File: src/rtl/gpe_pkg.sv
package gpe_pkg;
  localparam int unsigned LANES  = 4;
  localparam int unsigned LANE_W = 8;
  localparam int unsigned DATA_W = LANES * LANE_W;
  typedef logic [LANE_W-1:0] byte_t;
endpackage

File: src/rtl/gpe_lane_decode.sv
module gpe_lane_decode
  import gpe_pkg::*;
#(
  parameter int unsigned          ADDR_W = 16,
  parameter logic [ADDR_W-1:0]    BASE   = 16'hAFE0,
  parameter int unsigned          WIN    = 4,
  localparam int unsigned         OFF_W  = (WIN > 1) ? $clog2(WIN) : 1
) (
  input  logic [ADDR_W-1:0]            addr_i,
  input  logic [LANES-1:0]             be_i,
  input  logic                         wr_i,
  input  logic [DATA_W-1:0]            wdata_i,
  output logic [LANES-1:0]             lane_hit_o,
  output logic [LANES-1:0][OFF_W-1:0]  lane_off_o,
  output logic [WIN-1:0]               byte_we_o,
  output logic [WIN-1:0][LANE_W-1:0]   byte_wdata_o
);
  localparam logic [ADDR_W:0] BASE_X = {1'b0, BASE};
  localparam logic [ADDR_W:0] LIM_X  = BASE_X + (ADDR_W+1)'(WIN);

  // per-lane byte address, widened so addr+k never wraps into the window
  for (genvar k = 0; k < LANES; k++) begin : g_lane
    logic [ADDR_W:0] lane_addr;
    assign lane_addr     = {1'b0, addr_i} + (ADDR_W+1)'(k);
    assign lane_hit_o[k] = be_i[k] && (lane_addr >= BASE_X) && (lane_addr < LIM_X);
    assign lane_off_o[k] = OFF_W'(lane_addr - BASE_X);
  end

  always_comb begin
    byte_we_o    = '0;
    byte_wdata_o = '0;
    for (int r = 0; r < WIN; r++) begin
      for (int k = 0; k < LANES; k++) begin
        if (wr_i && lane_hit_o[k] && (int'(lane_off_o[k]) == r)) begin
          byte_we_o[r]    = 1'b1;
          byte_wdata_o[r] = wdata_i[k*LANE_W +: LANE_W];
        end
      end
    end
  end

  // distinct lanes always map to distinct window bytes
  for (genvar r = 0; r < WIN; r++) begin : g_chk
    logic [LANES-1:0] hits;
    for (genvar k = 0; k < LANES; k++) begin : g_h
      assign hits[k] = lane_hit_o[k] && (int'(lane_off_o[k]) == r);
    end
    always_comb begin
      assert_one_lane_per_byte_R2: assert (!$isunknown(hits) -> $onehot0(hits));
    end
  end
endmodule

File: src/rtl/gpe_status_bank.sv
module gpe_status_bank
  import gpe_pkg::*;
#(
  parameter int unsigned  NBYTES = 2,
  localparam int unsigned BITS   = NBYTES * LANE_W
) (
  input  logic                        clk_i,
  input  logic                        rst_ni,
  input  logic [NBYTES-1:0]           we_i,
  input  logic [NBYTES-1:0][LANE_W-1:0] wdata_i,
  input  logic [BITS-1:0]             set_i,
  output logic [BITS-1:0]             sts_o,
  output logic [BITS-1:0]             sts_d_o
);
  logic [BITS-1:0] clr_mask;

  for (genvar b = 0; b < NBYTES; b++) begin : g_clr
    assign clr_mask[b*LANE_W +: LANE_W] = we_i[b] ? wdata_i[b] : '0;
  end

  // clear first, set second: an event wins over a same-cycle clear
  assign sts_d_o = (sts_o & ~clr_mask) | set_i;

  always_ff @(posedge clk_i or negedge rst_ni) begin
    if (!rst_ni) sts_o <= '0;
    else         sts_o <= sts_d_o;
  end

  assert_event_lands_R7: assert property (@(posedge clk_i) disable iff (!rst_ni)
    1'b1 |=> (($past(set_i) & ~sts_o) == '0));

  assert_no_sw_set_R4: assert property (@(posedge clk_i) disable iff (!rst_ni)
    1'b1 |=> ((sts_o & ~$past(sts_o) & ~$past(set_i)) == '0));

  assert_idle_hold_R6: assert property (@(posedge clk_i) disable iff (!rst_ni)
    (!(|we_i) && !(|set_i)) |=> $stable(sts_o));
endmodule

File: src/rtl/gpe_enable_bank.sv
module gpe_enable_bank
  import gpe_pkg::*;
#(
  parameter int unsigned  NBYTES = 2,
  localparam int unsigned BITS   = NBYTES * LANE_W
) (
  input  logic                          clk_i,
  input  logic                          rst_ni,
  input  logic [NBYTES-1:0]             we_i,
  input  logic [NBYTES-1:0][LANE_W-1:0] wdata_i,
  output logic [BITS-1:0]               en_o,
  output logic [BITS-1:0]               en_d_o
);
  for (genvar b = 0; b < NBYTES; b++) begin : g_byte
    assign en_d_o[b*LANE_W +: LANE_W] = we_i[b] ? wdata_i[b] : en_o[b*LANE_W +: LANE_W];
  end

  always_ff @(posedge clk_i or negedge rst_ni) begin
    if (!rst_ni) en_o <= '0;
    else         en_o <= en_d_o;
  end

  assert_en_hold_R5: assert property (@(posedge clk_i) disable iff (!rst_ni)
    !(|we_i) |=> $stable(en_o));
endmodule

File: src/rtl/gpe_event_bank.sv
module gpe_event_bank
  import gpe_pkg::*;
#(
  parameter int unsigned       ADDR_W     = 16,
  parameter logic [ADDR_W-1:0] BASE_ADDR  = 16'hAFE0,
  parameter int unsigned       HALF_BYTES = 2,
  localparam int unsigned      WIN        = 2 * HALF_BYTES,
  localparam int unsigned      EVT_BITS   = HALF_BYTES * LANE_W,
  localparam int unsigned      OFF_W      = (WIN > 1) ? $clog2(WIN) : 1
) (
  input  logic                clk_i,
  input  logic                rst_ni,
  input  logic [ADDR_W-1:0]   io_addr_i,
  input  logic [LANES-1:0]    io_be_i,
  input  logic                io_wr_i,
  input  logic                io_rd_i,
  input  logic [DATA_W-1:0]   io_wdata_i,
  output logic [DATA_W-1:0]   io_rdata_o,
  input  logic [EVT_BITS-1:0] evt_set_i,
  output logic                sci_o
);
  logic [LANES-1:0]            lane_hit;
  logic [LANES-1:0][OFF_W-1:0] lane_off;
  logic [WIN-1:0]              byte_we;
  logic [WIN-1:0][LANE_W-1:0]  byte_wdata;
  logic [EVT_BITS-1:0]         sts_q, sts_d, en_q, en_d;
  logic [WIN-1:0][LANE_W-1:0]  win_bytes;

  gpe_lane_decode #(.ADDR_W(ADDR_W), .BASE(BASE_ADDR), .WIN(WIN)) u_dec (
    .addr_i       (io_addr_i),
    .be_i         (io_be_i),
    .wr_i         (io_wr_i),
    .wdata_i      (io_wdata_i),
    .lane_hit_o   (lane_hit),
    .lane_off_o   (lane_off),
    .byte_we_o    (byte_we),
    .byte_wdata_o (byte_wdata)
  );

  // low half of the window is status, high half is enable
  gpe_status_bank #(.NBYTES(HALF_BYTES)) u_sts (
    .clk_i   (clk_i),
    .rst_ni  (rst_ni),
    .we_i    (byte_we[HALF_BYTES-1:0]),
    .wdata_i (byte_wdata[HALF_BYTES-1:0]),
    .set_i   (evt_set_i),
    .sts_o   (sts_q),
    .sts_d_o (sts_d)
  );

  gpe_enable_bank #(.NBYTES(HALF_BYTES)) u_en (
    .clk_i   (clk_i),
    .rst_ni  (rst_ni),
    .we_i    (byte_we[WIN-1:HALF_BYTES]),
    .wdata_i (byte_wdata[WIN-1:HALF_BYTES]),
    .en_o    (en_q),
    .en_d_o  (en_d)
  );

  // level re-evaluated on the edge that commits any write or event
  always_ff @(posedge clk_i or negedge rst_ni) begin
    if (!rst_ni) sci_o <= 1'b0;
    else         sci_o <= |(sts_d & en_d);
  end

  for (genvar b = 0; b < HALF_BYTES; b++) begin : g_win
    assign win_bytes[b]            = sts_q[b*LANE_W +: LANE_W];
    assign win_bytes[HALF_BYTES+b] = en_q[b*LANE_W +: LANE_W];
  end

  for (genvar k = 0; k < LANES; k++) begin : g_rd
    assign io_rdata_o[k*LANE_W +: LANE_W] =
      (io_rd_i && lane_hit[k]) ? win_bytes[lane_off[k]] : '0;
  end

  assert_sci_level_R8: assert property (@(posedge clk_i) disable iff (!rst_ni)
    1'b1 |-> (sci_o == |(sts_q & en_q)));

  assert_miss_no_write_R1: assert property (@(posedge clk_i) disable iff (!rst_ni)
    (io_wr_i && !(|lane_hit)) |=> $stable(en_q));

  assert_idle_read_zero_R10: assert property (@(posedge clk_i) disable iff (!rst_ni)
    !io_rd_i |-> (io_rdata_o == '0));
endmodule

File: config.mk
export PLATFORM = sky130hd
export DESIGN_NAME = gpe_event_bank
export DESIGN_NICKNAME = d
export VERILOG_FILES = /design/src/rtl/gpe_pkg.sv /design/src/rtl/gpe_lane_decode.sv /design/src/rtl/gpe_status_bank.sv /design/src/rtl/gpe_enable_bank.sv /design/src/rtl/gpe_event_bank.sv
export SDC_FILE = /design/constraint.sdc
export NUM_CORES = 1
export LEC_CHECK = 0
export BUFFER_PORTS_ARGS = -buffer_cell sky130_fd_sc_hd__buf_2
export CAP_MARGIN = 40
export CORE_MARGIN = 4
export CORE_UTILIZATION = 50
export CTS_CLUSTER_DIAMETER = 120
export DETAILED_ROUTE_END_ITERATION = 7
export PLACE_DENSITY = 0.78
export SYNTH_ARGS = -nofsm -noshare
export SYNTH_HDL_FRONTEND = slang
export SYNTH_SLANG_ARGS = --single-unit
export TNS_END_PERCENT = 30
File: constraint.sdc
create_clock -name clk_i -period 2.6 [get_ports clk_i]
set_input_delay 0.13 -clock clk_i [delete_from_list [all_inputs] [get_ports clk_i]]
set_output_delay 0.13 -clock clk_i [all_outputs]
set_load 0.02 [all_outputs]
* Word level (Yosys, flattened, before mapping) *
Cells that the tools add are included.

storage, ports and cells
  bits in registers = 33
  output and inout bits = 33

cells by class
  add/subtract/negate cells = 7
  order comparisons = 12
  equal/unequal tests = 12
  muxes and demuxes = 48
  bitwise logic cells = 4
  reduce and logical (&&, ||, !) cells = 37

operators with widths
  operator               count
  $mux 8                 28
  $bmux 8 s2             4
  $ge 17x16->1 const B   3
  $lt 17x16->1 const B   3
  $add 16x2->17 const B  2
  $and 16x16->16         2
  $logic_and 1x1->1      32
  $add 16x1->17 const B  1
  $eq 2x2->1 const B     8
  $ge 16x16->1 const B   1
  $lt 16x16->1 const B   1
  $mux 1                 16
  $not 16->16            1
  $or 16x16->16          1
  $reduce_or 16->1       1
  $lt 2x3->1 const B     4
  $eq 2x1->1 const B     4
  $logic_not 2->1        4
  $sub 2x1->2 const B    4

* Logic depth before layout (Yosys ltp) *
  depth after elaboration = 15
  mapped depth = 16
  mapped depth without buffers = 12

* Cells and area by module *
A second synthesis with hierarchy kept.

second synthesis, totals
  cell total of the unflattened synthesis = 474
  area, all modules = 4514.3 µm²

modules (own cells, without submodules)
  module           instances  cells each  area each (µm²)  sequential area each (µm²)
  gpe_lane_decode  1          305         2157.1           0.0
  gpe_event_bank   1          85          1098.6           25.0
  gpe_enable_bank  1          34          663.1            400.4
  gpe_status_bank  1          50          595.6            400.4

* Least setup slack after synthesis *
No wires, ideal clock.

  path type = input to register
  start point = input io_addr_i[1]
  end point = register sci_o
  library setup time = 0.140 ns
  arrival = 3.610 ns
  slack = -1.149 ns
  stages on the path = 15
  cells stage by stage = clkbuf_1 clkbuf_1 inv_1 ha_1 nand3b_1 o41ai_1 o21ai_1 or4_4 or3_1 buf_2 buf_2 o211ai_1 o32ai_1 nor4_1 nand4_1

between the ends
  cells in the longest elaborated chain, start to end = 15
  elaborated cells between the ends (all ways) = 100
  classes of those cells = 7 x add/sub; 8 x order compare; 12 x eq/ne; 36 x mux; 4 x bitwise; 33 x reduce/logical

ends and longest elaborated chain
  what                                               RTL line                                      RTL
  start, declared                                    gpe_event_bank.sv:13                          input logic [ADDR_W-1:0] io_addr_i,
  $add 16x1->17 or $ge 16x16->1 (tied branches)      gpe_lane_decode.sv:24, gpe_lane_decode.sv:25
  $ge 17x16->1 or $logic_and 1x1->1 (tied branches)  gpe_lane_decode.sv:25                         assign lane_hit_o[k] = be_i[k] && (lane_addr >= BASE_X) && (lane_addr < LIM_X);
  $logic_and 1x1->1                                  gpe_lane_decode.sv:25
  $logic_and 1x1->1, on equally long branches        gpe_lane_decode.sv:25, gpe_lane_decode.sv:34
  $logic_and 1x1->1                                  gpe_lane_decode.sv:34                         if (wr_i && lane_hit_o[k] && (int'(lane_off_o[k]) == r)) begin
  $logic_and 1x1->1, or another cell as far along    gpe_lane_decode.sv:34
  $mux 8 or $mux 1 (tied branches) (3 in series)     gpe_lane_decode.sv:34
  $mux 8                                             gpe_status_bank.sv:18                         assign clr_mask[b*LANE_W +: LANE_W] = we_i[b] ? wdata_i[b] : '0;
  $not 16->16                                        gpe_status_bank.sv:22                         assign sts_d_o = (sts_o & ~clr_mask) | set_i;
  $and 16x16->16                                     gpe_status_bank.sv:22
  $or 16x16->16                                      gpe_status_bank.sv:22
  $and 16x16->16 *                                   gpe_event_bank.sv:63                          else sci_o <= |(sts_d & en_d);
  $reduce_or 16->1 *                                 gpe_event_bank.sv:63
  end signal, assigned                               gpe_event_bank.sv:63
  end, declared                                      gpe_event_bank.sv:20                          output logic sci_o

Mark *: on every way between the ends. The rest lies on a longest branch, timed or not.

* Final worst setup path *
Ends and elaborated chain as after synthesis.

==> flow_metrics.py <==
metrics = {
    "global_route": {
        "grt_pass1_wl_mm": 27.7,
        "grt_max_degree": 35,
        "antenna_found_initial": 0,
        "grt_use_total": 0.341,
        "first_global_vias": 5443,
        "grt.overflow.total": 0,
    },
    "sta": {
        "slew_headroom": 0.506,
        "setup_tns_ns": -0.403,
        "fin_worst_skew_ns": 0.0101,
        "final_max_slew_viol_count": 0,
        "finalCritPeriodShare": 1.13,
        "rsz0062_at_grt": "yes",
        "fmax_ghz": 0.340,
        "timing.final.crit_period_ns": 2.94,
        "setup_viol": 3,
        "worstMarginPinSlew_ns": 0.741,
        "whs_ns": 0.0504,
        "final_hold_viol_count": 0,
        "fin_ws_ns": -0.339,
    },
    "synth": {
        "avgSynthCellArea_um2": 8.51,
        "ys_top_cells_by_count": "nand2_1, nor2_1, dfrtp_1",
        "synth-seq-area-share": 0.186,
        "yosysMostFrequentCell": "nand2_1",
        "netlist.area_leader.share": 0.186,
        "synth_seq_cells": 33,
        "synth.area.top_cells": "dfrtp_1, mux4_2, nand2_1, and3_1, a311o_1",
        "syn_nets": 603,
        "synth_edf_count": 0,
        "synth-async-reset-ratio": 1.00,
        "synth_cell_types": 73,
        "yosys.area.top_type": "dfrtp_1",
        "synth_area_um2": 4440,
        "synthCells": 522,
        "yosysWarnings": 0,
        "ys.flop_type": "dfrtp_1",
    },
    "floorplanning": {
        "die_h_um": 102,
        "die_area_um2": 10500,
        "pin_count": 105,
        "die_w_um": 102,
        "initial_utilization": 0.512,
        "row_count": 34,
        "core_area_um2": 8680,
    },
    "drt": {
        "drc": 0,
        "first_pass_iters": 7,
        "wire_per_inst_um": 21.2,
        "drtIter0Drc": 429,
        "vias": 5689,
        "wl_mm": 18.4,
        "ant_nets": 0,
        "via_per_inst": 6.56,
    },
    "cts": {
        "h-tree-depth": 2,
        "clk_latency_ns": 0.29,
        "cts_tree": "yes",
        "clock-sinks": 33,
        "ctsLongestPathBuffers": 2,
        "cts_buffers": 5,
        "clockRootBuffer": "clkbuf_8",
        "path_clk_slew_ns": 0.08,
    },
    "place": {
        "hpwl_mm": 14.3,
        "port_buffers": 104,
        "globalplace.congestion": 1.03,
    },
    "hold_path": {
        "hold_path_class": "in2reg",
    },
    "critical_path": {
        "cpMostUsedCell": "buf_4",
        "crit_path_cell_trace": "buf_12, clkinv_8, ha_2, a21oi_4, buf_6, nor4_4, buf_4, xnor2_4, or4_4, or3_4, buf_8, buf_4, o221ai_4, o32ai_2, nor4_2, nand4_1",
        "endpoint_kind": "register",
        "cp.arrival_ns": 3.10,
        "cp.required_ns": 2.76,
        "start_kind": "input pin",
        "slowest_delay_ns": 0.58,
        "cp_max_fo": 7,
        "crit_slowest_cell": "or4_4",
        "critPathKind": "in2reg",
    },
    "final_layout": {
        "regArea_um2": 826,
        "multi_input_area_um2": 3700,
        "fin_nets": 839,
        "area_growth_pct": 52.7,
        "nFillCells": 600,
        "diodes": 0,
        "drive_above_1_share": 0.522,
    },
    "flow_run": {
        "maxCapViolCount": 0,
    },
    "power_and_ir_drop": {
        "p_per_area_nw_per_um2": 203,
        "p_leak_nw": 3.06,
        "ir_drop_mv": 0.169,
    },
    "status": {
        "violations": "setup timing",
        "status": "finished, violations left",
    },
}
per-layer routing:
layer | part of all wire | global-route usage
met1 | 0.36 | 0.398
met2 | 0.51 | 0.620
met3 | 0.079 | 0.0355
met4 | 0.056 | 0.171
met5 | 0 | 0
sequential cells by signal (all words and copies together), names as in the netlist:
signal       count
sci_o            1
u_en.en_o       16
u_sts.sts_o     16
worst paths after layout:
check	from	cells after the start	slack, ns	to
setup / recovery	io_addr_i[1]	16	-0.34	sci_o
setup reg to reg	u_en.en_o[7]	5	0.75	sci_o
max in group asynchronous	rst_ni	2	1.68	u_sts.sts_o[8]
hold / removal	evt_set_i[5]	3	0.05	u_sts.sts_o[5]
min in group asynchronous	rst_ni	2	0.43	u_sts.sts_o[3]
hold reg to reg	u_sts.sts_o[1]	2	0.62	u_sts.sts_o[1]
worst max-delay path: cells and delay by family:
| kind | cells | cell delay, ns |
|---|---|---|
| AND/OR/NAND/NOR | 5 | 1.36 |
| XOR/XNOR | 1 | 0.13 |
| buffers and inverters | 6 | 0.78 |
| AO/OA/AOI/OAI | 3 | 0.50 |
| adder cells (fa/ha/maj) | 1 | 0.19 |
layout make-up:
class / instances / share of cell area
clock inverter: 3 / 0.00258
clock buffer: 5 / 0.0101
inverter: 30 / 0.0188
multi-input combinational: 417 / 0.545
tap: 108 / 0.0199
sequential: 33 / 0.122
timing repair buffer: 271 / 0.281
cell usage in the layout (no fill, tap or decap), drive strengths merged, types with 10 or more instances in the layout:
master,n
mux2i,11
nor3,24
dfrtp,33
and3,30
mux4,30
a31oi,15
buf,270
a311o,15
nor2,37
inv,29
or3,10
nand4,20
nand2,52
nand3,24
what timing repair did:
action / 4_1_cts / 5_1_grt
hold buffers: 1 / 0
gates resized for setup: 50 / 56
buffers inserted: 14 / 5
cloned: 2 / 1
hold endpoints to repair: 33 / 0
pin swaps: 19 / 21
endpoints found under the setup margin: 30 / 39
through the flow:
stage               instances  setup slack, ns  total power (W)  instance area [um^2]  utilization
CTS                       865           -0.312          0.00135                  6550        0.755
global placement          841           -0.775         0.000924                  6050        0.697
detailed placement        841           -0.804         0.000933                  6050        0.697
floorplan                 522           -0.536         0.000727                  4550            -
global route              867           -0.448          0.00143                  6790        0.782
finish                    867           -0.339          0.00138                  6790        0.782
cell families (layout without fill, tap and decap cells):
family                   count (synthesis)  in the layout  share of synthesized area
AO/OA/AOI/OAI                          107            107                      0.198
XOR/XNOR                                 6              6                     0.0118
adder cells (fa/ha/maj)                  9              9                     0.0253
buffers and inverters                   72            309                     0.0755
flip-flops                              33             33                      0.186
multiplexers                            48             48                      0.195
AND/OR/NAND/NOR                        247            247                      0.309
power by group:
| group | internal, W | leakage, nW | switching [W] |
|---|---|---|---|
| clock network | 0.000185 | 0.0439 | 0.000212 |
| logic | 0.000224 | 2.65 | 0.000242 |
| registers | 0.000513 | 0.367 | 0.000000549 |
| total | 0.000922 | 3.06 | 0.000455 |
Note: power is estimated with default switching activity, not from simulation.
